--- config.mk ---
export PLATFORM = sky130hd
export DESIGN_NAME = tmr_sqwave
export DESIGN_NICKNAME = d
export VERILOG_FILES = /design/src/rtl/tmr_pkg.sv /design/src/rtl/tmr_regs.sv /design/src/rtl/tmr_split.sv /design/src/rtl/tmr_core.sv /design/src/rtl/tmr_sqwave.sv
export SDC_FILE = /design/constraint.sdc
export NUM_CORES = 1
export LEC_CHECK = 0
export ABC_AREA = 1
export CORE_MARGIN = 5
export CORE_UTILIZATION = 35
export CTS_BUF_LIST = sky130_fd_sc_hd__clkbuf_4 sky130_fd_sc_hd__clkbuf_8 sky130_fd_sc_hd__clkbuf_16
export CTS_CLUSTER_SIZE = 12
export DETAILED_ROUTE_END_ITERATION = 8
export DONT_BUFFER_PORTS = 1
export PLACE_DENSITY = 0.52
export SLEW_MARGIN = 15
export SYNTH_ARGS = -nofsm -noshare
export SYNTH_HDL_FRONTEND = slang
export SYNTH_HIERARCHICAL = 1
export SYNTH_SLANG_ARGS = --single-unit
--- constraint.sdc ---
create_clock -name clk_i -period 3.7 [get_ports clk_i]
set_clock_uncertainty 0.15 [all_clocks]
set_input_delay 0.74 -clock clk_i [delete_from_list [all_inputs] [get_ports clk_i]]
set_output_delay 0.74 -clock clk_i [all_outputs]
set_load 0.05 [all_outputs]
--- src/rtl/tmr_pkg.sv ---
package tmr_pkg;
  localparam int ADDR_CMD    = 0;
  localparam int ADDR_SPARE  = 1;
  localparam int ADDR_CNT_LO = 2;
  localparam int ADDR_CNT_HI = 3;

  localparam logic [1:0] CMD_STOP  = 2'b01;
  localparam logic [1:0] CMD_START = 2'b11;

  // mode[0]: repeat, mode[1]: pulse shape
  typedef enum logic [1:0] {
    MODE_SQ_ONCE    = 2'b00,
    MODE_SQ_CONT    = 2'b01,
    MODE_PULSE_ONCE = 2'b10,
    MODE_PULSE_CONT = 2'b11
  } tmr_mode_e;

  localparam int MIN_COUNT = 2;
endpackage

--- src/rtl/tmr_regs.sv ---
module tmr_regs
  import tmr_pkg::*;
#(
  parameter int DATA_W = 8,
  parameter int CNT_W  = 14,
  parameter int ADDR_W = 2
) (
  input  logic              clk_i,
  input  logic              rst_ni,
  input  logic              wr_en_i,
  input  logic [ADDR_W-1:0] wr_addr_i,
  input  logic [DATA_W-1:0] wr_data_i,
  output logic [CNT_W-1:0]  count_o,
  output logic [1:0]        mode_o,
  output logic              start_o,
  output logic              stop_o
);
  localparam int HI_W = CNT_W - DATA_W;

  logic [DATA_W-1:0] lo_q;
  logic [HI_W-1:0]   hi_q;
  logic [1:0]        mode_q;
  logic [1:0]        cmd_fld;
  logic              cmd_wr;

  assign cmd_fld = wr_data_i[DATA_W-1 -: 2];
  assign cmd_wr  = wr_en_i && (wr_addr_i == ADDR_W'(ADDR_CMD));

  always_ff @(posedge clk_i or negedge rst_ni) begin
    if (!rst_ni) begin
      lo_q   <= '0;
      hi_q   <= '0;
      mode_q <= MODE_SQ_ONCE;
    end else if (wr_en_i) begin
      if (wr_addr_i == ADDR_W'(ADDR_CNT_LO)) lo_q <= wr_data_i;
      if (wr_addr_i == ADDR_W'(ADDR_CNT_HI)) begin
        hi_q   <= wr_data_i[HI_W-1:0];
        mode_q <= cmd_fld;
      end
    end
  end

  assign count_o = {hi_q, lo_q};
  assign mode_o  = mode_q;
  assign start_o = cmd_wr && (cmd_fld == CMD_START);
  assign stop_o  = cmd_wr && (cmd_fld == CMD_STOP);


  spare_ignored_chk: assert property (@(posedge clk_i) disable iff (!rst_ni)
    (wr_en_i && wr_addr_i == ADDR_W'(ADDR_SPARE)) |=> $stable(count_o) && $stable(mode_o));
endmodule

--- src/rtl/tmr_split.sv ---
module tmr_split
  import tmr_pkg::*;
#(
  parameter int CNT_W = 14
) (
  input  logic             clk_i,
  input  logic             rst_ni,
  input  logic [CNT_W-1:0] count_i,
  input  logic [1:0]       mode_i,
  output logic [CNT_W-1:0] hi_len_o,
  output logic [CNT_W-1:0] lo_len_o
);
  logic [CNT_W-1:0] n_eff;
  logic [CNT_W:0]   n_plus;

  always_comb begin
    n_eff  = (count_i < CNT_W'(MIN_COUNT)) ? CNT_W'(MIN_COUNT) : count_i;
    n_plus = {1'b0, n_eff} + (CNT_W+1)'(1);
    if (mode_i[1]) begin
      hi_len_o = n_eff - CNT_W'(1);
      lo_len_o = CNT_W'(1);
    end else begin
      // odd remainder goes to the high phase
      hi_len_o = n_plus[CNT_W:1];
      lo_len_o = n_eff >> 1;
    end
  end


  sq_split_chk: assert property (@(posedge clk_i) disable iff (!rst_ni)
    !mode_i[1] |-> (hi_len_o >= lo_len_o) && ((hi_len_o - lo_len_o) <= CNT_W'(1)));

  min_len_chk: assert property (@(posedge clk_i) disable iff (!rst_ni)
    (hi_len_o != '0) && (lo_len_o != '0));
endmodule

--- src/rtl/tmr_core.sv ---
module tmr_core
  import tmr_pkg::*;
#(
  parameter int CNT_W = 14
) (
  input  logic             clk_i,
  input  logic             rst_ni,
  input  logic             start_i,
  input  logic             stop_i,
  input  logic             tick_i,
  input  logic [1:0]       mode_i,
  input  logic [CNT_W-1:0] hi_len_i,
  input  logic [CNT_W-1:0] lo_len_i,
  output logic [1:0]       run_mode_o,
  output logic             tmr_o
);
  logic             run_q;
  logic             low_q;
  logic [CNT_W-1:0] cnt_q;
  logic [1:0]       mode_q;
  logic             last_tick;

  assign last_tick = tick_i && run_q && (cnt_q == CNT_W'(1));

  always_ff @(posedge clk_i or negedge rst_ni) begin
    if (!rst_ni) begin
      run_q  <= 1'b0;
      low_q  <= 1'b0;
      cnt_q  <= '0;
      mode_q <= MODE_SQ_ONCE;
    end else if (start_i) begin
      run_q  <= 1'b1;
      low_q  <= 1'b0;
      cnt_q  <= hi_len_i;
      mode_q <= mode_i;
    end else if (stop_i) begin
      run_q <= 1'b0;
      low_q <= 1'b0;
    end else if (last_tick) begin
      if (!low_q) begin
        low_q <= 1'b1;
        cnt_q <= lo_len_i;
      end else if (mode_q[0]) begin
        low_q <= 1'b0;
        cnt_q <= hi_len_i;
      end else begin
        run_q <= 1'b0;
        low_q <= 1'b0;
      end
    end else if (tick_i && run_q) begin
      cnt_q <= cnt_q - CNT_W'(1);
    end
  end

  assign run_mode_o = mode_q;
  assign tmr_o      = !(run_q && low_q);


  start_load_chk: assert property (@(posedge clk_i) disable iff (!rst_ni)
    start_i |=> run_q && !low_q && tmr_o);

  stop_chk: assert property (@(posedge clk_i) disable iff (!rst_ni)
    (stop_i && !start_i) |=> !run_q && tmr_o);

  hold_chk: assert property (@(posedge clk_i) disable iff (!rst_ni)
    (!start_i && !stop_i && !tick_i) |=> $stable(cnt_q) && $stable(low_q) && $stable(run_q));

  single_end_chk: assert property (@(posedge clk_i) disable iff (!rst_ni)
    (!start_i && !stop_i && last_tick && low_q && !mode_q[0]) |=> !run_q && tmr_o);

  cnt_nonzero_chk: assert property (@(posedge clk_i) disable iff (!rst_ni)
    run_q |-> cnt_q != '0);
endmodule

--- src/rtl/tmr_sqwave.sv ---
module tmr_sqwave
  import tmr_pkg::*;
#(
  parameter int CNT_W  = 14,
  parameter int DATA_W = 8,
  parameter int ADDR_W = 2
) (
  input  logic              clk_i,
  input  logic              rst_ni,
  input  logic              wr_en_i,
  input  logic [ADDR_W-1:0] wr_addr_i,
  input  logic [DATA_W-1:0] wr_data_i,
  input  logic              tick_i,
  output logic              tmr_o
);
  logic [CNT_W-1:0] count;
  logic [1:0]       reg_mode;
  logic [1:0]       run_mode;
  logic [1:0]       split_mode;
  logic             start;
  logic             stop;
  logic [CNT_W-1:0] hi_len;
  logic [CNT_W-1:0] lo_len;

  tmr_regs #(.DATA_W(DATA_W), .CNT_W(CNT_W), .ADDR_W(ADDR_W)) u_regs (
    .clk_i, .rst_ni, .wr_en_i, .wr_addr_i, .wr_data_i,
    .count_o(count), .mode_o(reg_mode), .start_o(start), .stop_o(stop)
  );

  // a start takes the register mode, otherwise the latched run mode
  assign split_mode = start ? reg_mode : run_mode;

  tmr_split #(.CNT_W(CNT_W)) u_split (
    .clk_i, .rst_ni, .count_i(count), .mode_i(split_mode),
    .hi_len_o(hi_len), .lo_len_o(lo_len)
  );

  tmr_core #(.CNT_W(CNT_W)) u_core (
    .clk_i, .rst_ni, .start_i(start), .stop_i(stop), .tick_i,
    .mode_i(reg_mode), .hi_len_i(hi_len), .lo_len_i(lo_len),
    .run_mode_o(run_mode), .tmr_o
  );
endmodule

Word-level counts from Yosys, hierarchy flattened --
Cells that the tools add are included.
Operators by class: $add $sub $neg 3, magnitude comparators 1, eq/ne operators 8, multiplexer cells 19, reductions and logical operators 15
Operators by type and width (count):
- $mux 14 | 8
- $sub 14x1->14 const B | 2
- $add 14x1->15 const B | 1
- $eq 14x1->1 const B | 1
- $lt 14x2->1 const B | 1
- $mux 13 | 1
- $mux 1 | 9
- $reduce_bool 3->1 | 3
- $eq 2x2->1 const B | 3
- $logic_and 1x1->1 | 6
- $reduce_and 3->1 | 2
- $ne 4x4->1 const B | 1
- $reduce_and 2->1 | 2
- $ne 3x3->1 const B | 1
- $eq 2x1->1 const B | 1
- $logic_not 2->1 | 1
- $mux 2 | 1
- $ne 2x2->1 const B | 1
- $logic_not 1->1 | 1
Storage, ports and cells: register bits after elaboration 34, input port bits 14, output and inout port bits 1, word-level logic and storage cells 54

Logic depth before layout (Yosys ltp) --
depth in word-level cells 10, depth in mapped cells 24, gate-level depth less buffers 23

Hierarchy --
The synthesis kept the hierarchy.
By module, submodules not included:
- tmr_core | instances 1, cells an instance 283, area an instance 1705.4 µm², seq. area each 450.4 µm²
- tmr_split | instances 1, cells an instance 172, area an instance 819.5 µm², seq. area each 0.0 µm²
- tmr_regs | instances 1, cells an instance 79, area an instance 750.7 µm², seq. area each 400.4 µm²
- tmr_sqwave | instances 1, cells an instance 7, area an instance 26.3 µm², seq. area each 0.0 µm²

Worst setup path after synthesis --
OpenSTA, ideal clock, no wires.
path type input -> register, start point in wr_en_i, end point reg u_core.cnt_q[12], setup time 0.066 ns, arrival 2.564 ns, required time 3.484 ns, path slack 0.921 ns, stages 20, path buffers 4, cells stage by stage buf_6 buf_12 nand2_1 nor2_1 inv_1 nand2_1 nand2_1 clkbuf_8 inv_1 clkbuf_1 nand3_1 nand3_1 inv_1 o21ai_0 nand3_1 nand2_1 inv_1 nand2_1 nand3_1 nand2_1
Between the ends: word-level cells in the longest chain between the ends 9, elaborated cells on any way between the ends 15, classes of those cells 2 x eq/ne; 8 x mux; 5 x reduce/logical
RTL lines:
- start, declared | RTL line tmr_sqwave.sv:10 | input logic wr_en_i,
- $logic_and 1x1->1 * | RTL line tmr_regs.sv:27 | assign cmd_wr = wr_en_i && (wr_addr_i == ADDR_W'(ADDR_CMD));
- $logic_and 1x1->1 * | RTL line tmr_regs.sv:45 | assign start_o = cmd_wr && (cmd_fld == CMD_START);
- named net start | RTL line tmr_sqwave.sv:20 | logic start;
- $mux 2 *
- named net split_mode[1] | RTL line tmr_sqwave.sv:19 | logic [1:0] split_mode;
- $mux 14 * | RTL line tmr_split.sv:19 | if (mode_i[1]) begin
- named net hi_len[12] | RTL line tmr_sqwave.sv:22 | logic [CNT_W-1:0] hi_len;
- $mux 14 | RTL line tmr_core.sv:43 | end else if (mode_q[0]) begin
- $mux 14 | RTL line tmr_core.sv:40 | if (!low_q) begin
- $mux 14 | RTL line tmr_core.sv:39 | end else if (last_tick) begin
- $mux 14 | RTL line tmr_core.sv:36 | end else if (stop_i) begin
- $mux 14 * | RTL line tmr_core.sv:31 | end else if (start_i) begin
- end signal, assigned | RTL line tmr_core.sv:34 | cnt_q <= hi_len_i;
- end signal, assigned | RTL line tmr_core.sv:42 | cnt_q <= lo_len_i;
- end signal, assigned | RTL line tmr_core.sv:45 | cnt_q <= hi_len_i;
- end, declared | RTL line tmr_core.sv:19 | logic [CNT_W-1:0] cnt_q;
The timed path passes the listed nets; every way through them passes the cells marked *. The select of a mux whose other input is x is not followed. A chain may end at the register's enable or synchronous reset.

Worst setup path after layout --
start point reg u_regs.lo_q[4], end point reg u_core.cnt_q[11]
Between the ends: word-level cells in the longest chain between the ends 9, elaborated cells on any way between the ends 11, classes of those cells 2 x add/sub; 1 x order compare; 8 x mux
RTL lines:
- start, declared | RTL line tmr_regs.sv:20 | logic [DATA_W-1:0] lo_q;
- start signal, assigned | RTL line tmr_regs.sv:35 | if (wr_addr_i == ADDR_W'(ADDR_CNT_LO)) lo_q <= wr_data_i;
- $lt 14x2->1 | RTL line tmr_split.sv:17 | n_eff = (count_i < CNT_W'(MIN_COUNT)) ? CNT_W'(MIN_COUNT) : count_i;
- $mux 14 * | RTL line tmr_split.sv:17
- $add 14x1->15 or $sub 14x1->14 (tied branches) | RTL line tmr_split.sv:18, tmr_split.sv:20
- $mux 14 * | RTL line tmr_split.sv:19
- named net hi_len[11] | RTL line tmr_sqwave.sv:22
- $mux 14 | RTL line tmr_core.sv:43
- $mux 14 | RTL line tmr_core.sv:40
- $mux 14 | RTL line tmr_core.sv:39
- $mux 14 | RTL line tmr_core.sv:36
- $mux 14 * | RTL line tmr_core.sv:31
Marked as above.

==> results_dict.tcl <==
set metrics [dict create \
    cts.sinks 34 \
    finalSetupViolCount 0 \
    start_util_pct 35.8 \
    clk_pin_slew_worst_paths_ps 80 \
    cts.path.max_buffers 2 \
    root_buffer "clkbuf_8" \
    dieArea_mm2 0.0114 \
    crit_type "reg -> reg" \
    setup.worst_path.start "u_regs/lo_q[4]" \
    top_layer_used "met4" \
    first_global_vias 3202 \
    fin_crit_ps 3010 \
    p_leak_nw 1.77 \
    globalplace.congestion 0.863 \
    max_cap_viol_count 0 \
    cp.arrival_ps 3090 \
    status "finished, final reports clean" \
    ios 15 \
    powerDensity_mw_per_mm2 583 \
    worst_pin_slew_ps 1000 \
    viasPerCell 5.21 \
    rows 35 \
    end_kind "flip-flop" \
    drt-met1-wl_um 4510 \
    critPathRequiredTime_ps 3780 \
    fmax_ghz 0.332 \
    area_growth_pct 2.93 \
    synthesis.nets 556 \
    cts_htree_levels 2 \
    grt_pass1_wl_um 15700 \
    layout-drive-gt1-share_pct 6.64 \
    drv_slew 0 \
    dp_hpwl_um 6830 \
    numCtsBuffers 5 \
    avgSynthCellArea_um2 6.12 \
    synth_warnings 6 \
    wl_per_cell_um 14.4 \
    antenna_found_initial 0 \
    final_area_mm2 0.00339 \
    dieWidth_um 107 \
    vias 3326 \
    slew_headroom_pct 33.3 \
    grt_usage_pct 16.9 \
    fin_nets 544 \
    coreArea_mm2 0.00920 \
    first_pass_iters 5 \
    drt_iter0_drc 168 \
    tritoncts "built" \
    wl_met3_um 350 \
    rsz0062_at_grt "no" \
    synth_area_mm2 0.00329 \
    drc_errors 0 \
    ant_nets 0 \
    totalWireLength_um 9170 \
    wl_met2_um 4190 \
    portBuffers 0 \
    start_kind "flip-flop" \
    placed_area_mm2 0.00326 \
    max-vdd-ir-drop_uv 169 \
    final.setup.tns_ps 0 \
    worstPathMaxFanout 8 \
    synthCells 538 \
    min_period_over_period_pct 81.3 \
    min_path_type "in -> async" \
    antenna_cells 0 \
    r2r_cells 23 \
    clock_latency_ps 300 \
    grt_max_degree 35 \
    die_h_um 107 \
    grt-ovfl-total 0 \
    reg2reg_from "u_regs/lo_q[4]" \
    hold_viol 0 \
]
stage by stage:
step | worst slack [ps] | utilization (%) | power, W | std cells | hold slack, ps
6_report | 692 | 36.8 | 0.00197 | 638 | 123
3_5_place_dp | 747 | 35.4 | 0.00162 | 629 | 296
3_3_place_gp | 802 | 35.4 | 0.00162 | 629 | 295
4_1_cts | 737 | 36.8 | 0.00198 | 638 | 122
5_1_grt | 316 | 36.8 | 0.00217 | 638 | 125
2_1_floorplan | 979 | - | 0.00143 | 538 | 292
critical path, cell delays in order (launching register included):
cell and delay (ps):
dfrtp_1 480, nor2_1 210, nand2_1 70, nor2_1 110
nand2_2 110, nand2_1 100, inv_1 60, ha_1 210
nand4_1 130, inv_1 70, nand2_1 130, nor2_2 50
inv_1 70, nor2_1 50, or2_1 220, nand2_1 80
inv_1 50, o21ai_0 130, nand3_1 90, nand2_1 80
inv_1 70, nand2_1 60, nand3_1 70, nand2_1 100
placed cells by master (no fill, tap or decap):
| cell | count |
|---|---|
| nand2_1 | 188 |
| nand3_1 | 68 |
| inv_1 | 60 |
| nor2_1 | 60 |
| dfrtp_1 | 34 |
| o21ai_0 | 28 |
| nand4_1 | 24 |
| clkbuf_8 | 8 |
| nor2_2 | 5 |
| mux2i_1 | 5 |
| nand2_2 | 4 |
| a21oi_1 | 4 |
| ha_1 | 4 |
| xor2_1 | 3 |
| nor3_1 | 3 |
| nor2_4 | 2 |
| nand2_4 | 2 |
| nand3b_1 | 2 |
| o21ai_2 | 2 |
| buf_4 | 2 |
| nand3_4 | 2 |
| inv_2 | 2 |
| buf_12 | 1 |
| nand3_2 | 1 |
| nor2_8 | 1 |
| nand4_4 | 1 |
| xnor2_1 | 1 |
| and2_1 | 1 |
| and2_4 | 1 |
| or2_1 | 1 |
| o211ai_1 | 1 |
| nor3_2 | 1 |
| and3_1 | 1 |
| o21ai_1 | 1 |
| a211oi_1 | 1 |
| o22ai_1 | 1 |
| conb_1 | 1 |
flip-flops by register name (all words and copies together), names as in the netlist:
register           flops
u_core/run_mode_o      2
u_regs/hi_q            6
u_regs/mode_o          2
u_core/cnt_q          14
u_core/low_q           1
u_core/run_q           1
u_regs/lo_q            8
area by class of cell:
| type | instances | area [µm²] |
|---|---|---|
| multi-input combinational | 420 | 2020 |
| inverter | 62 | 233 |
| clock buffer | 8 | 110 |
| fill | 1023 | 5810 |
| timing repair buffer | 3 | 35.0 |
| tap | 111 | 139 |
| sequential | 34 | 851 |
metal layers:
layer / vias up / GRT usage (%)
li1: 1704 / -
met1: 1542 / 24.1
met2: 70 / 26.8
met3: 10 / 2.23
met4: 0 / 4.66
met5: - / 0
final timing paths:
kind                                        end  slack (ps)
min in group clk_i         u_core/run_mode_o[1]         330
setup / recovery               u_core/cnt_q[11]         690
max in group asynchronous       u_core/cnt_q[7]        3090
hold / removal                 u_regs/mode_o[1]         120
hold reg to reg            u_core/run_mode_o[1]         330
setup reg to reg               u_core/cnt_q[11]         690
report_power, final:
part,switching (W),internal [W]
Sequential,0.000155,0.000475
Clock,0.000152,0.000188
Combinational,0.000661,0.000343
timing repair:
action                    CTS  global route
hold endpoints to repair   34             0
setup buffers               0             0
resized for setup           0             0
hold buffers                1             0
Power figures use the tool's default switching activity.
